### src/rtl/pport_pkg.sv
package pport_pkg;
  localparam int DATA_W = 8;
  localparam int OFF_W  = 3;

  typedef enum logic [OFF_W-1:0] {
    OFF_DATA   = 3'd0,
    OFF_STATUS = 3'd1,
    OFF_CTRL   = 3'd2,
    OFF_XADDR  = 3'd3,
    OFF_XDATA  = 3'd4
  } off_e;

  localparam int CTRL_BIDIR_BIT = 5;
  localparam int CTRL_ACKIE_BIT = 4;

  localparam logic [DATA_W-1:0] CTRL_FORCE_ONES = 8'hC0;
  localparam logic [DATA_W-1:0] CTRL_RESET_VAL  = 8'hC0;
  localparam logic [DATA_W-1:0] RD_UNMAPPED     = 8'hFF;
endpackage

### src/rtl/pport_ack_edge.sv
module pport_ack_edge #(
  parameter int SYNC_STAGES = 2
) (
  input  logic clk,
  input  logic rst_n,
  input  logic ack_async,
  output logic ack_fall
);
  localparam int CHAIN_W = SYNC_STAGES + 1;

  logic [CHAIN_W-1:0] chain_q;
  logic [CHAIN_W-1:0] chain_d;

  always_comb begin
    chain_d = {chain_q[CHAIN_W-2:0], ack_async};
  end

  always_ff @(posedge clk or negedge rst_n) begin
    if (!rst_n) begin
      chain_q <= '1;
    end else begin
      chain_q <= chain_d;
    end
  end

  // chain_q[SYNC_STAGES] is the previous synchronized sample
  assign ack_fall = chain_q[SYNC_STAGES] & ~chain_q[SYNC_STAGES-1];
endmodule

### src/rtl/pport_ctrl_reg.sv
module pport_ctrl_reg
  import pport_pkg::*;
(
  input  logic              clk,
  input  logic              rst_n,
  input  logic              wr_en,
  input  logic [DATA_W-1:0] wdata,
  output logic [DATA_W-1:0] ctrl_q,
  output logic              upd_q
);
  logic [DATA_W-1:0] forced;
  logic              changed;
  logic [DATA_W-1:0] ctrl_d;
  logic              upd_d;

  always_comb begin
    forced  = wdata | CTRL_FORCE_ONES;
    changed = wr_en && (forced != ctrl_q);
    ctrl_d  = changed ? forced : ctrl_q;
    upd_d   = changed;
  end

  always_ff @(posedge clk or negedge rst_n) begin
    if (!rst_n) begin
      ctrl_q <= CTRL_RESET_VAL;
      upd_q  <= 1'b0;
    end else begin
      ctrl_q <= ctrl_d;
      upd_q  <= upd_d;
    end
  end
endmodule

### src/rtl/pport_irq.sv
module pport_irq (
  input  logic clk,
  input  logic rst_n,
  input  logic set_req,
  input  logic clr_req,
  output logic irq_q
);
  logic irq_d;

  always_comb begin
    irq_d = irq_q;
    if (clr_req) irq_d = 1'b0;
    if (set_req) irq_d = 1'b1;
  end

  always_ff @(posedge clk or negedge rst_n) begin
    if (!rst_n) irq_q <= 1'b0;
    else        irq_q <= irq_d;
  end
endmodule

### src/rtl/pport_host_regs.sv
module pport_host_regs
  import pport_pkg::*;
#(
  parameter int BUS_AW      = 16,
  parameter int SYNC_STAGES = 2
) (
  input  logic              clk,
  input  logic              rst_n,
  input  logic [BUS_AW-1:0] bus_addr,
  input  logic              bus_wr,
  input  logic              bus_rd,
  input  logic              bus_byte,
  input  logic [DATA_W-1:0] bus_wdata,
  output logic [DATA_W-1:0] bus_rdata,
  output logic [DATA_W-1:0] pin_dout,
  output logic              pin_doe,
  input  logic [DATA_W-1:0] pin_din,
  output logic [DATA_W-1:0] pin_ctrl,
  output logic              pin_ctrl_upd,
  input  logic [DATA_W-1:0] pin_status,
  input  logic              pin_ack,
  output logic              irq
);
  logic rst_meta_q, rst_sync_q;

  always_ff @(posedge clk or negedge rst_n) begin
    if (!rst_n) begin
      rst_meta_q <= 1'b0;
      rst_sync_q <= 1'b0;
    end else begin
      rst_meta_q <= 1'b1;
      rst_sync_q <= rst_meta_q;
    end
  end

  logic [OFF_W-1:0] off;
  logic             wr_ok, rd_ok;
  logic             wr_data, wr_ctrl, wr_xaddr, wr_xdata, rd_status;

  always_comb begin
    off       = bus_addr[OFF_W-1:0];
    wr_ok     = bus_wr && bus_byte;
    rd_ok     = bus_rd && bus_byte;
    wr_data   = wr_ok && (off == OFF_DATA);
    wr_ctrl   = wr_ok && (off == OFF_CTRL);
    wr_xaddr  = wr_ok && (off == OFF_XADDR);
    wr_xdata  = wr_ok && (off == OFF_XDATA);
    rd_status = rd_ok && (off == OFF_STATUS);
  end

  logic [DATA_W-1:0] data_q, data_d;
  logic [DATA_W-1:0] xaddr_q, xaddr_d;
  logic [DATA_W-1:0] xdata_q, xdata_d;

  always_comb begin
    data_d  = wr_data  ? bus_wdata : data_q;
    xaddr_d = wr_xaddr ? bus_wdata : xaddr_q;
    xdata_d = wr_xdata ? bus_wdata : xdata_q;
  end

  always_ff @(posedge clk or negedge rst_sync_q) begin
    if (!rst_sync_q) begin
      data_q  <= '0;
      xaddr_q <= '0;
      xdata_q <= '0;
    end else begin
      data_q  <= data_d;
      xaddr_q <= xaddr_d;
      xdata_q <= xdata_d;
    end
  end

  logic [DATA_W-1:0] ctrl_q;

  pport_ctrl_reg u_ctrl (
    .clk   (clk),
    .rst_n (rst_sync_q),
    .wr_en (wr_ctrl),
    .wdata (bus_wdata),
    .ctrl_q(ctrl_q),
    .upd_q (pin_ctrl_upd)
  );

  logic ack_fall;

  pport_ack_edge #(.SYNC_STAGES(SYNC_STAGES)) u_ack (
    .clk      (clk),
    .rst_n    (rst_sync_q),
    .ack_async(pin_ack),
    .ack_fall (ack_fall)
  );

  pport_irq u_irq (
    .clk    (clk),
    .rst_n  (rst_sync_q),
    .set_req(ack_fall && ctrl_q[CTRL_ACKIE_BIT]),
    .clr_req(rd_status),
    .irq_q  (irq)
  );

  always_comb begin
    bus_rdata = '0;
    if (bus_rd) begin
      bus_rdata = RD_UNMAPPED;
      if (bus_byte) begin
        case (off)
          OFF_DATA:   bus_rdata = ctrl_q[CTRL_BIDIR_BIT] ? pin_din : data_q;
          OFF_STATUS: bus_rdata = pin_status;
          OFF_CTRL:   bus_rdata = ctrl_q;
          OFF_XADDR:  bus_rdata = xaddr_q;
          OFF_XDATA:  bus_rdata = xdata_q;
          default:    bus_rdata = RD_UNMAPPED;
        endcase
      end
    end
  end

  assign pin_dout = data_q;
  assign pin_doe  = ~ctrl_q[CTRL_BIDIR_BIT];
  assign pin_ctrl = ctrl_q;
endmodule

### config.mk
export PLATFORM = sky130hd
export DESIGN_NAME = pport_host_regs
export DESIGN_NICKNAME = d
export VERILOG_FILES = /design/src/rtl/pport_pkg.sv /design/src/rtl/pport_ack_edge.sv /design/src/rtl/pport_ctrl_reg.sv /design/src/rtl/pport_irq.sv /design/src/rtl/pport_host_regs.sv
export SDC_FILE = /design/constraint.sdc
export NUM_CORES = 1
export LEC_CHECK = 0
export ABC_AREA = 1
export BUFFER_PORTS_ARGS = -buffer_cell sky130_fd_sc_hd__buf_4
export CORE_MARGIN = 3
export CORE_UTILIZATION = 49
export DETAILED_ROUTE_END_ITERATION = 10
export GPL_TIMING_DRIVEN = 1
export PLACE_DENSITY = 0.9
export SLEW_MARGIN = 20
export SYNTH_ARGS = -nofsm -noshare
export SYNTH_HDL_FRONTEND = slang
export SYNTH_SLANG_ARGS = --single-unit
### constraint.sdc
create_clock -name clk -period 1.5 [get_ports clk]
set_input_delay 0.075 -clock clk [delete_from_list [all_inputs] [get_ports clk]]
set_output_delay 0.075 -clock clk [all_outputs]
set_load 0.01 [all_outputs]
# Yosys cells after proc, flatten, opt, wreduce, memory -nomap -nowiden

Cells that the tools add are included.

Output and inout bits: 27
ROM bits: 0
Latch bits: 0
Bits of input ports: 46
Memory bits (writable): 0
Memories kept: 0
Register bits after elaboration: 37
Logic and storage cells: 34

$add $sub $neg: 0
Reductions and logical operators: 11
Bitwise operators: 3
Magnitude comparators: 0
$mul: 0
Divide/modulo/power cells: 0
Eq/ne operators: 5
Shift operators: 0
Multiplexer cells: 6

Operator list:

| kind               | count |
|---|---|
| $pmux 8 s5         | 1 |
| $mux 8             | 3 |
| $logic_and 1x1->1  | 9 |
| $eq 3x2->1 const B | 2 |
| $ne 6x6->1         | 1 |
| $eq 3x1->1 const B | 1 |
| $eq 3x3->1 const B | 1 |
| $logic_not 3->1    | 1 |
| $mux 1             | 2 |
| $not 1->1          | 2 |
| $reduce_bool 2->1  | 1 |
| $and 1x1->1        | 1 |

# Depth between registers and ports, before layout

Depth in word-level cells: 4
Depth in mapped cells: 8
Gate-level depth less buffers: 8

# Hierarchy

From an unflattened synthesis, not the netlist that was laid out.

Cells, all modules: 282
Area total of the unflattened synthesis: 2120.8 um^2

Modules (own cells, without submodules):

| module          | area an instance (um^2) | cells an instance | sequential area each (um^2) | times used |
|---|---|---|---|---|
| pport_host_regs | 1570.3                  | 215               | 650.6                       | 1 |
| pport_ctrl_reg  | 421.7                   | 57                | 175.2                       | 1 |
| pport_ack_edge  | 88.8                    | 5                 | 78.8                        | 1 |
| pport_irq       | 40.0                    | 5                 | 25.0                        | 1 |

# Worst setup path after synthesis

No wires, ideal clock.

Kind: reg2reg
From: register u_ctrl.ctrl_q[5]
To: register u_ctrl.ctrl_q[0]
Setup time: 117 ps
Cell stages (with the launch flop): 9
Path buffers: 0
Period minus slack after synthesis: 1242 ps
Arrival: 1124 ps
Data required time: 1383 ps
Path slack: 258 ps
Cells stage by stage: dfrtp_1 > inv_2 > nand2_1 > nand2_1 > nor2_1 > nand3_1 > nand2_2 > nand2_1 > nand2_1

Word-level cells in the longest chain between the ends: 2

RTL lines:

| what                   | line                 | text |
|---|---|---|
| from (decl)            | pport_ctrl_reg.sv:8  | `output logic [DATA_W-1:0] ctrl_q,` |
| from (signal assigned) | pport_ctrl_reg.sv:28 | `ctrl_q <= ctrl_d;` |
| $ne 6x6->1             | pport_ctrl_reg.sv:18 | `changed = wr_en && (forced != ctrl_q);` |
| $logic_and 1x1->1      | pport_ctrl_reg.sv:18 |  |

Every way passes these cells.
A chain may end at the register's enable or synchronous reset.

# Worst setup path after layout

From: register u_ctrl.ctrl_q[5]
To: output port bus_rdata[1]

Word-level cells in the longest chain between the ends: 4

RTL lines:

| what       | line                   | text |
|---|---|---|
| $mux 8     | pport_host_regs.sv:107 | `OFF_DATA: bus_rdata = ctrl_q[CTRL_BIDIR_BIT] ? pin_din : data_q;` |
| $pmux 8 s5 | pport_host_regs.sv:106 | `case (off)` |
| $mux 8     | pport_host_regs.sv:105 | `if (bus_byte) begin` |
| $mux 8     | pport_host_regs.sv:103 | `if (bus_rd) begin` |
| to (decl)  | pport_host_regs.sv:14  | `output logic [DATA_W-1:0] bus_rdata,` |

Every way passes these cells.

==> flow_summary.toml <==
[run_status]
run_status = "finished with violations"
violations = "setup timing"

[global_route]
overflow = 0
grt_pass1_vias = 1758
antenna_found_initial = 0
grt_pass1_wl_um = 8349
grt_start_max_net_pins = 36
track_usage_pct = 21.56

[drt]
dr.pass1.iters = 5
drt-wirelength-per-cell_um = 13.93
initialDrtViolationCount = 130
drt.antenna.violating_nets = 0
drc_errors = 0
num_vias = 1981
routed_wl_um = 5294
vias_per_cell = 5.213

[worst_setup_path]
worstPathArrival_ps = 1440
startpoint_type = "flip-flop"
cp_max_fo = 7
critPathCaptureType = "primary output"
slowest_stage = "dfrtp_2"
critical-path-max-stage-delay_ps = 410
cpMostUsedCell = "nand2_1"
worstPathCellList = "buf_6, nand2_2, nand2_1, nand2_1, nand2_1, nor2_1, a21oi_1, buf_4"
path_class = "reg2out"
worstPathRequired_ps = 1420

[placed_design]
io_buffers = 57
post-place-ws_ps = 118.7
dpl.hpwl_um = 3882
globalplace.congestion = 0.8498

[cells_and_area]
multi_input_area_mm2 = 0.001006
antenna_cells = 0
synthToLayoutAreaGrowth_pct = 30.72
fin_nets = 377
fill_cells = 329
seqCellArea_um2 = 930.9
layout-drive-gt1-share_pct = 34.94

[clocking]
cts-htree-levels = 2
clock_sink_count = 37
clockBufferDepth = 2
cts_tree = "done"
clock_latency_ps = 290
root_buffer = "clkbuf_8"
path_clk_slew_ps = 70
numCtsBuffers = 5

[floorplan]
dieHeight_um = 70.54
die_x_um = 70.54
pin_count = 73
dieArea_mm2 = 0.004975
core_mm2 = 0.003826
num_rows = 22
initial_core_util_pct = 53.34

[sta]
final.setup.tns_ps = -32.62
hold_viol_final = 0
report.final.slew_viol_count = 0
fin_crit_sh_pct = 100.7
skew_ps = 6.584
holdWs_ps = 42.87
max_freq_mhz = 662.0
finalSetupViolations = 5
rsz0062_at_grt = "yes"
worst_slack_ps = -10.49
fin_crit_ps = 1510

[power_and_ir_drop]
ir_drop_uv = 727.3
power_density_mw_per_mm2 = 1098
p_leak_nw = 1.460

[hold_path]
hp-class = "in2reg"

[synth]
synth-seq-cells = 37
synth-seq-area-share_pct = 45.55
synth_cell_types = 26
synthesis.area_mm2 = 0.002041
netlist_instances = 265
syn_area_per_cell_um2 = 7.701
yosysWarningCount = 0

[run]
cap_violations = 0
## final timing paths
| kind | startpoint | to | slack [ps] | depth (start not counted) |
|---|---|---|---|---|
| setup / recovery | u_ctrl.ctrl_q[5] | bus_rdata[1] | -10 | 8 |
| hold / removal | bus_wdata[0] | u_ctrl.ctrl_q[0] | 40 | 3 |
| setup reg to reg | u_ctrl.ctrl_q[5] | u_ctrl.ctrl_q[4] | 160 | 8 |
| hold reg to reg | rst_sync_q | xdata_q[3] | 280 | 1 |
| max in group asynchronous | rst_sync_q | u_ack.chain_q[0] | 880 | 1 |
| min in group asynchronous | rst_n | rst_meta_q | 100 | 2 |
## synthesized netlist by cell type
master     instances  area (um2)
a22o_1             1       8.760
inv_4              1       6.260
dfstp_2            3       78.83
nor3_2             1       10.01
nand2_2            3       18.77
a21boi_0           1       7.510
nor2_1            16       60.06
a21oi_1           13       65.06
inv_1             14       52.55
buf_6              3       33.78
nor2_8             1       20.02
o21ai_1           13       65.06
nor2_4             2       22.52
nand2_4            4       45.04
nand3_2            2       20.02
buf_2              1       5.000
inv_2              8       30.03
nand3_1           14       70.07
nand4_1            1       6.260
dfrtp_1           34       850.8
nand2_1          109       409.1
conb_1             1       3.750
o21ai_2           12       105.1
o2111ai_1          1       8.760
o21ai_0            3       15.01
buf_4              3       22.52
## registers in the layout, indices dropped and copies added, names as in the netlist
name           count
rst_meta_q         1
xaddr_q            8
u_ctrl.ctrl_q      6
u_irq.irq_q        1
u_ack.chain_q      3
pin_dout           8
xdata_q            8
u_ctrl.upd_q       1
rst_sync_q         1
## worst max-delay path, delay by kind of cell (launching register included)
kind,cells,cell delay [ps]
buf+inv,2,300
compound gates,1,130
flops,1,410
simple gates,5,300
## final cells by class
cell class,instances,area share [%]
multi-input cells,200,37.71
flip-flops and latches,37,34.90
repair buffers,64,18.34
inverters,23,3.424
clock buffers,8,3.377
well taps,48,2.251
## cells by family after synthesis
kind of cell,Yosys count,synth area share [%]
AO/OA/AOI/OAI,44,13.49
other,1,0.1838
buffers and inverters,30,7.357
AND/OR/NAND/NOR,153,33.42
flip-flops,37,45.56
## placed cells by master (no fill, tap or decap), types with 7 or more instances in the layout
cell type  count
nand2_2        8
buf_4         61
dfrtp_1       33
inv_1         14
nor2_1        14
o21ai_1       13
o21ai_2       12
a21oi_1       13
nand2_1      104
nand3_1       11
inv_2          7
## where the power goes
| part | total, mW | internal [mW] | switching (mW) |
|---|---|---|---|
| clock network | 0.724 | 0.375 | 0.349 |
| registers | 1.33 | 1.18 | 0.144 |
| logic | 0.877 | 0.410 | 0.467 |
| total | 2.93 | 1.97 | 0.960 |
## per-layer routing
metal	vias up	routed length, um	track usage (%)
met1	913	2212	29.06
met4	0	73	8.768
li1	970	-	-
met5	-	0	0
met2	92	2553	33.16
met3	6	455	5.824
## what timing repair did
item | CTS | global route
hold endpoints to repair | 3 | 0
buffers inserted | 2 | 1
setup endpoints to repair | 8 | 11
pin swaps | 0 | 7
resized for setup | 3 | 11
hold buffers | 2 | 0
## metrics by stage
step | utilization (%) | cell area, um2 | std cells | power [mW]
after floorplan | - | 2048 | 267 | 1.783
after global placement | 65.08 | 2490 | 367 | 2.114
after detailed placement | 65.08 | 2490 | 367 | 2.149
after CTS | 68.54 | 2623 | 379 | 2.888
after global routing | 69.72 | 2668 | 380 | 3.083
final | 69.72 | 2668 | 380 | 2.929
Note: power is estimated with default switching activity, not from simulation.
